--- src/rtl/pmev_pkg.sv ---
package pmev_pkg;
  localparam int DW        = 32;
  localparam int ADDR_W    = 4;
  localparam int LSEL_W    = 5;
  localparam int NUM_LINES = 7;

  localparam logic [ADDR_W-1:0] A_CTRL   = 4'd0;
  localparam logic [ADDR_W-1:0] A_GSTS   = 4'd1;
  localparam logic [ADDR_W-1:0] A_GEN    = 4'd2;
  localparam logic [ADDR_W-1:0] A_USTS   = 4'd3;
  localparam logic [ADDR_W-1:0] A_GPISTS = 4'd4;
  localparam logic [ADDR_W-1:0] A_GPIEN  = 4'd5;
  localparam logic [ADDR_W-1:0] A_XSTS   = 4'd6;
  localparam logic [ADDR_W-1:0] A_XEN    = 4'd7;

  localparam int C_SCI  = 0;
  localparam int C_GBL  = 1;
  localparam int C_EOS  = 2;
  localparam int C_APIC = 3;
  localparam int C_SEL  = 4;

  // interrupt line number carried by sci_line bit i
  function automatic int unsigned line_num(input int unsigned i);
    return (i < 3) ? 9 + i : 17 + i;
  endfunction

  function automatic bit apic_only(input int unsigned i);
    return i >= 3;
  endfunction
endpackage

--- src/rtl/pmev_sts_bank.sv ---
module pmev_sts_bank #(
  parameter int W = 8,
  parameter logic [W-1:0] EN_MASK = '1
) (
  input  logic         clk,
  input  logic         rst_n,
  input  logic [W-1:0] set_evt,
  input  logic         clr_wr,
  input  logic         en_wr,
  input  logic [W-1:0] wdata,
  output logic [W-1:0] sts,
  output logic [W-1:0] en_rd,
  output logic         hit
);
  logic [W-1:0] en_eff;

  for (genvar i = 0; i < W; i++) begin : g_bit
    always_ff @(posedge clk) begin
      if (!rst_n)                     sts[i] <= 1'b0;
      else if (set_evt[i])            sts[i] <= 1'b1;
      else if (clr_wr && wdata[i])    sts[i] <= 1'b0;
    end

    if (EN_MASK[i]) begin : g_en
      logic en_q;
      always_ff @(posedge clk) begin
        if (!rst_n)     en_q <= 1'b0;
        else if (en_wr) en_q <= wdata[i];
      end
      assign en_eff[i] = en_q;
      assign en_rd[i]  = en_q;
    end else begin : g_noen
      assign en_eff[i] = 1'b1;
      assign en_rd[i]  = 1'b0;
    end

    assert_set_wins_R1: assert property (@(posedge clk) disable iff (!rst_n)
      set_evt[i] |=> sts[i]) else $error("status bit did not set");
    assert_w1c_R1: assert property (@(posedge clk) disable iff (!rst_n)
      (clr_wr && wdata[i] && !set_evt[i]) |=> !sts[i]) else $error("status bit did not clear");
    assert_sticky_R1: assert property (@(posedge clk) disable iff (!rst_n)
      (sts[i] && !(clr_wr && wdata[i])) |=> sts[i]) else $error("status bit dropped");
  end

  assign hit = |(sts & en_eff);
endmodule

--- src/rtl/pmev_smi_ctl.sv ---
module pmev_smi_ctl (
  input  logic clk,
  input  logic rst_n,
  input  logic pending,
  input  logic sci_mode,
  input  logic gbl_en,
  input  logic eos_wr,
  output logic smi_n
);
  logic armed_q, smi_q, fire;

  assign fire = armed_q && pending && gbl_en && !sci_mode;

  always_ff @(posedge clk) begin
    if (!rst_n) begin
      armed_q <= 1'b1;
      smi_q   <= 1'b0;
    end else if (eos_wr) begin
      armed_q <= 1'b1;
      smi_q   <= 1'b0;
    end else if (fire) begin
      armed_q <= 1'b0;
      smi_q   <= 1'b1;
    end
  end

  assign smi_n = !(smi_q && gbl_en && !sci_mode);

  assert_oneshot_R6: assert property (@(posedge clk) disable iff (!rst_n)
    (!armed_q && !eos_wr) |=> !armed_q) else $error("SMI re-armed without end-of-SMI");
  assert_rearm_R7: assert property (@(posedge clk) disable iff (!rst_n)
    eos_wr |=> (smi_n && armed_q)) else $error("end-of-SMI did not release and re-arm");
endmodule

--- src/rtl/pmev_sci_steer.sv ---
module pmev_sci_steer
  import pmev_pkg::*;
(
  input  logic                 clk,
  input  logic                 rst_n,
  input  logic                 active,
  input  logic                 apic,
  input  logic [LSEL_W-1:0]    sel,
  output logic [NUM_LINES-1:0] line
);
  for (genvar i = 0; i < NUM_LINES; i++) begin : g_line
    localparam logic [LSEL_W-1:0] NUM = LSEL_W'(line_num(i));
    if (apic_only(i)) begin : g_apic
      assign line[i] = active && apic && (sel == NUM);
    end else begin : g_legacy
      assign line[i] = active && (sel == NUM);
    end
  end

  assert_onehot_R8: assert property (@(posedge clk) disable iff (!rst_n)
    $onehot0(line)) else $error("more than one SCI line driven");
  assert_apic_gate_R9: assert property (@(posedge clk) disable iff (!rst_n)
    !apic |-> (line[NUM_LINES-1:3] == '0)) else $error("APIC-only line outside APIC mode");
endmodule

--- src/rtl/pmev_router.sv ---
module pmev_router
  import pmev_pkg::*;
#(
  parameter int NUM_GATED   = 12,
  parameter int NUM_UNGATED = 3,
  parameter int GPI_W       = 32,
  parameter int GPI_ROUTED  = 16
) (
  input  logic                   clk,
  input  logic                   rst_n,
  input  logic                   reg_wr,
  input  logic [ADDR_W-1:0]      reg_addr,
  input  logic [DW-1:0]          reg_wdata,
  output logic [DW-1:0]          reg_rdata,
  input  logic [NUM_GATED-1:0]   gated_evt,
  input  logic [NUM_UNGATED-1:0] ungated_evt,
  input  logic [GPI_W-1:0]       gpi_evt,
  input  logic                   pme_msg,
  input  logic                   pwrbtn_ovr_evt,
  output logic                   smi_n,
  output logic [NUM_LINES-1:0]   sci_line
);
  localparam int XW = 2;

  logic              sci_mode_q, gbl_q, apic_q;
  logic [LSEL_W-1:0] sel_q;
  logic              ctrl_wr, eos_wr, pending;

  logic [NUM_GATED-1:0]   g_sts, g_en;
  logic [NUM_UNGATED-1:0] u_sts, u_en_unused;
  logic [GPI_ROUTED-1:0]  p_sts, p_en;
  logic [XW-1:0]          x_sts, x_en;
  logic                   g_hit, u_hit, p_hit, x_hit;

  logic gpi_hi_unused, wdata_unused;
  assign gpi_hi_unused = |gpi_evt[GPI_W-1:GPI_ROUTED];
  assign wdata_unused  = ^reg_wdata;

  assign ctrl_wr = reg_wr && (reg_addr == A_CTRL);
  assign eos_wr  = ctrl_wr && reg_wdata[C_EOS];

  always_ff @(posedge clk) begin
    if (!rst_n) begin
      sci_mode_q <= 1'b0;
      gbl_q      <= 1'b0;
      apic_q     <= 1'b0;
      sel_q      <= '0;
    end else if (ctrl_wr) begin
      sci_mode_q <= reg_wdata[C_SCI];
      gbl_q      <= reg_wdata[C_GBL];
      apic_q     <= reg_wdata[C_APIC];
      sel_q      <= reg_wdata[C_SEL +: LSEL_W];
    end
  end

  pmev_sts_bank #(.W(NUM_GATED), .EN_MASK('1)) u_gated (
    .clk, .rst_n, .set_evt(gated_evt),
    .clr_wr(reg_wr && reg_addr == A_GSTS), .en_wr(reg_wr && reg_addr == A_GEN),
    .wdata(reg_wdata[NUM_GATED-1:0]), .sts(g_sts), .en_rd(g_en), .hit(g_hit));

  pmev_sts_bank #(.W(NUM_UNGATED), .EN_MASK('0)) u_ungated (
    .clk, .rst_n, .set_evt(ungated_evt),
    .clr_wr(reg_wr && reg_addr == A_USTS), .en_wr(1'b0),
    .wdata(reg_wdata[NUM_UNGATED-1:0]), .sts(u_sts), .en_rd(u_en_unused), .hit(u_hit));

  pmev_sts_bank #(.W(GPI_ROUTED), .EN_MASK('1)) u_gpi (
    .clk, .rst_n, .set_evt(gpi_evt[GPI_ROUTED-1:0]),
    .clr_wr(reg_wr && reg_addr == A_GPISTS), .en_wr(reg_wr && reg_addr == A_GPIEN),
    .wdata(reg_wdata[GPI_ROUTED-1:0]), .sts(p_sts), .en_rd(p_en), .hit(p_hit));

  // bit 0: PCIe PME (enabled), bit 1: power-button override (no enable)
  pmev_sts_bank #(.W(XW), .EN_MASK(2'b01)) u_extra (
    .clk, .rst_n, .set_evt({pwrbtn_ovr_evt, pme_msg}),
    .clr_wr(reg_wr && reg_addr == A_XSTS), .en_wr(reg_wr && reg_addr == A_XEN),
    .wdata(reg_wdata[XW-1:0]), .sts(x_sts), .en_rd(x_en), .hit(x_hit));

  assign pending = g_hit || u_hit || p_hit || x_hit;

  pmev_smi_ctl u_smi (
    .clk, .rst_n, .pending, .sci_mode(sci_mode_q), .gbl_en(gbl_q),
    .eos_wr, .smi_n);

  pmev_sci_steer u_steer (
    .clk, .rst_n, .active(sci_mode_q && pending), .apic(apic_q),
    .sel(sel_q), .line(sci_line));

  always_comb begin
    reg_rdata = '0;
    unique case (reg_addr)
      A_CTRL: begin
        reg_rdata[C_SCI]            = sci_mode_q;
        reg_rdata[C_GBL]            = gbl_q;
        reg_rdata[C_APIC]           = apic_q;
        reg_rdata[C_SEL +: LSEL_W]  = sel_q;
      end
      A_GSTS:   reg_rdata = DW'(g_sts);
      A_GEN:    reg_rdata = DW'(g_en);
      A_USTS:   reg_rdata = DW'(u_sts);
      A_GPISTS: reg_rdata = DW'(p_sts);
      A_GPIEN:  reg_rdata = DW'(p_en);
      A_XSTS:   reg_rdata = DW'(x_sts);
      A_XEN:    reg_rdata = DW'(x_en);
      default:  reg_rdata = '0;
    endcase
  end

  assert_exclusive_R4: assert property (@(posedge clk) disable iff (!rst_n)
    !(!smi_n && (|sci_line))) else $error("SMI and SCI active together");
  assert_gbl_gate_R5: assert property (@(posedge clk) disable iff (!rst_n)
    (!gbl_q && !ctrl_wr) |=> smi_n) else $error("SMI without global enable");
endmodule

--- config.mk ---
export PLATFORM = sky130hd
export DESIGN_NAME = pmev_router
export DESIGN_NICKNAME = d
export VERILOG_FILES = /design/src/rtl/pmev_pkg.sv /design/src/rtl/pmev_sts_bank.sv /design/src/rtl/pmev_smi_ctl.sv /design/src/rtl/pmev_sci_steer.sv /design/src/rtl/pmev_router.sv
export SDC_FILE = /design/constraint.sdc
export NUM_CORES = 1
export LEC_CHECK = 0
export BUFFER_PORTS_ARGS = -buffer_cell sky130_fd_sc_hd__buf_4
export CAP_MARGIN = 25
export CORE_MARGIN = 2
export CORE_UTILIZATION = 25
export CTS_CLUSTER_SIZE = 10
export DETAILED_ROUTE_END_ITERATION = 8
export HOLD_SLACK_MARGIN = 0.02
export RECOVER_POWER = 100
export SYNTH_ARGS = -nofsm -noshare
export SYNTH_HDL_FRONTEND = slang
export SYNTH_SLANG_ARGS = --single-unit
export TNS_END_PERCENT = 50
--- constraint.sdc ---
create_clock -name clk -period 2.1 [get_ports clk]
set_input_delay 0.21 -clock clk [delete_from_list [all_inputs] [get_ports clk]]
set_output_delay 0.21 -clock clk [all_outputs]
set_load 0.02 [all_outputs]
==> impl_results.md <==
* Power, Total at 3380 uW
* Clock buffer count from CTS at 9
* Crit path cell chain: a22oi_1, nand4_1, nor4_4, buf_6, nor3b_1, buf_4
* NumNets Final at approximately 570
* Die Ht at 124 um
* Per-cell routed wire length at 17.1 um
* Critical Path RT at 1.89 ns
* Core area at between 10000 and 15000 um2
* Die X at 124 um
* ANT nets after route at 0
* Maximum vdd drop at 0.338 mV
* Vias per inst at between 5 and 6
* Pre-CTS WS at approximately 0.13 ns
* Clock buffer depth at 2
* Area Overhead vs Synth at 28.0%
* #FFs+latches synth at 72
* Tightest Pin Transition at 0.822 ns
* Global-route wire length before repair at 17800 um
* Hold WC Path Type: in -> reg
* Setup Crit Path Kind: reg -> out
* Clk Latency, worst-skew pair at 0.34 ns
* Ant diodes at 0
* Syn Inst Count at 408
* CTS sink count at 72
* Fmax at 0.459 GHz
* Fin crit period at 2.18 ns
* Die Area at 15300 um2
* Post-synthesis sequential area ratio at 40.2%
* HPWL after DPL at 8180 um
* Final worst slack at -0.0797 ns
* Starting Density at 25.8%
* Most common cell after layout, fill and taps aside: nand2_1
* Final Core Density at 33.0%
* Crit start category: flop
* Slew HR at 45.2%
* H-Tree Level Count at 3
* GRT Total Usage at 15.5%
* Post-Syn Area per Cell at about 8.8 um2
* DR vias at 3373
* Final Skew at 0.00623 ns
* Status: complete, but fails checks
* CP Capture Type: primary output
* Root Driver: clkbuf_16
* Setup Buffers After CTS at 0
* Largest net degree at the start of global routing at 55
* CP Max Fanout at 8
* Clk slew on worst S/H paths at 0.06 ns
* Initial antenna violation count at 0
* CTS tree: built
* Layout cells sized above 1 at approximately a quarter
* RSZ-0062 raised after global routing: true
* Max Cap Viol at 0
* Arr. time, crit path at 1.97 ns
* CP Buf/Inv Count at 2
* First drt pass iteration count at 6
* Final hold vios at 0
* Slowest cell on the critical path: nor4_4
* Vias in the first global route at between 3000 and 4000
* Row Count at 43
* Final Setup Violations at 7
* Failing checks: setup timing
* Yosys warns at 0
* Unique cell type count in the Yosys netlist at 40
* Slew Limit Fails at 0
* I/O Buffers at 79
* Kind of cell adding the most delay to the critical path: simple AND/OR/NAND/NOR gates
* PwrDens at 735 nW/um2
* Post-Route WL at 11500 um
* Ports at 128
* Most frequent cells in the layout: 83 x nand2_1, 81 x buf_4, 71 x dfxtp_1
* Area of the mapped netlist at between 3000 and 4000 um2
* Gpl congestion at approximately 0.81
* Grt ovf at 0
* Pleak at 0.00175 uW
* Final period utilization at 104%
* Initial DRC Count at 244
* Critical Path Max Stage Delay at approximately 0.36 ns
* # DRC at 0
-- state kept, by name, summed over array words and instances, names as in the netlist --
name,cells
u_gpi.g_bit.g_en.en_q,16
u_smi.armed_q,1
u_extra.g_bit.g_en.en_q,1
u_gated.sts,12
u_gpi.sts,16
sci_mode_q,1
u_extra.sts,2
gbl_q,1
u_smi.smi_q,1
u_gated.g_bit.g_en.en_q,12
sel_q,5
apic_q,1
u_ungated.sts,3
-- area by class of cell --
| cell class | count | area [um2] |
|---|---|---|
| clock buffers | 11 | 243 |
| clock inverters | 5 | 56.3 |
| fillers | 1477 | 9340 |
| inverters | 1 | 3.75 |
| multi-input cells | 305 | 1940 |
| flip-flops and latches | 72 | 1440 |
| well taps | 180 | 225 |
| repair buffers | 95 | 686 |
-- path summary, 6_finish.rpt --
check                                                              start                                        to  slack (ns)  cells after the start
worst min-delay path                                          gpi_evt[2]                 u_gpi.sts[2]$_SDFFE_PN0P_        0.07                      2
worst max register to register     u_gpi.g_bit[2].g_en.en_q$_SDFFE_PN0P_                  u_smi.smi_q$_SDFFE_PP0P_        0.48                      5
worst max-delay path               u_gpi.g_bit[2].g_en.en_q$_SDFFE_PN0P_                               sci_line[6]       -0.08                      6
worst min register to register  u_gated.g_bit[10].g_en.en_q$_SDFFE_PN0P_  u_gated.g_bit[10].g_en.en_q$_SDFFE_PN0P_        0.48                      2
-- per-stage QoR --
| stage | cell area [um2] | TNS, ns | hold slack [ns] | instances |
|---|---|---|---|---|
| floorplan | 3650 | 0 | 0.334 | 423 |
| global route | 4590 | -2.00 | 0.0670 | 669 |
| detailed placement | 4340 | 0 | 0.422 | 653 |
| finish | 4590 | -0.524 | 0.0724 | 669 |
| CTS | 4680 | -0.713 | 0.0655 | 669 |
| global placement | 4340 | 0 | 0.420 | 653 |
-- power by group --
part	internal, uW	leakage, uW	switching [uW]
logic	172	0.00102	191
clock network	950	0.000145	592
registers	1420	0.000592	49.2
-- cell usage after synthesis --
cell	instances	share of area, %
o21ai_0	3	0.42
and2_1	4	0.70
a21boi_0	46	9.6
nor4b_2	2	0.84
clkbuf_1	18	1.9
nand2_1	83	8.7
buf_6	1	0.31
nor4b_4	1	0.66
nand3b_1	3	0.63
buf_2	7	0.98
o211ai_1	2	0.42
nand4_1	6	1.0
a311oi_1	1	0.24
conb_1	1	0.10
o21a_1	31	6.5
nor3_1	4	0.56
a222oi_1	7	2.0
nor4_4	2	1.2
inv_1	1	0.10
and4b_1	2	0.56
buf_4	18	3.8
nor2_1	1	0.10
a2bb2oi_1	2	0.49
a21oi_1	2	0.28
a221o_1	1	0.28
dfxtp_1	72	40
nor2b_1	7	1.2
nor4bb_1	1	0.28
a221oi_1	1	0.24
o22a_1	1	0.24
nand3_1	13	1.8
a22oi_1	27	5.6
a22o_1	4	0.98
mux2i_1	4	1.1
nor4_1	1	0.17
a21boi_1	21	4.4
o31ai_1	1	0.21
buf_1	1	0.10
mux2_1	1	0.31
nor3b_1	4	0.84
-- worst reg2reg max path: cells and delay by family (launching register included) --
family	cells	cell delay [ns]
compound gates	2	0.41
buf+inv	1	0.19
simple gates	2	0.57
flops	1	0.34
-- repair_timing --
action,CTS,global route
hold buffers,0,0
gates resized for setup,9,0
gates cloned,0,0
hold endpoints to repair,0,0
endpoints found under the setup margin,7,7
pin swaps,6,0
-- cells by family after synthesis --
logic type / share of synthesized area, %
compound gates: 31.9
buf+inv: 7.14
flops: 40.2
mux: 1.43
other cells: 0.104
simple gates: 19.3
-- per-layer routing --
layer | global-route usage (%) | vias to the layer above | routed length (um)
met5 | 0 | - | 0
met4 | 5.40 | 0 | 194
met3 | 4.26 | 17 | 919
li1 | - | 1607 | -
met2 | 23.9 | 145 | 5310
met1 | 20.7 | 1604 | 5030
Note: power is estimated with default switching activity, not from simulation.
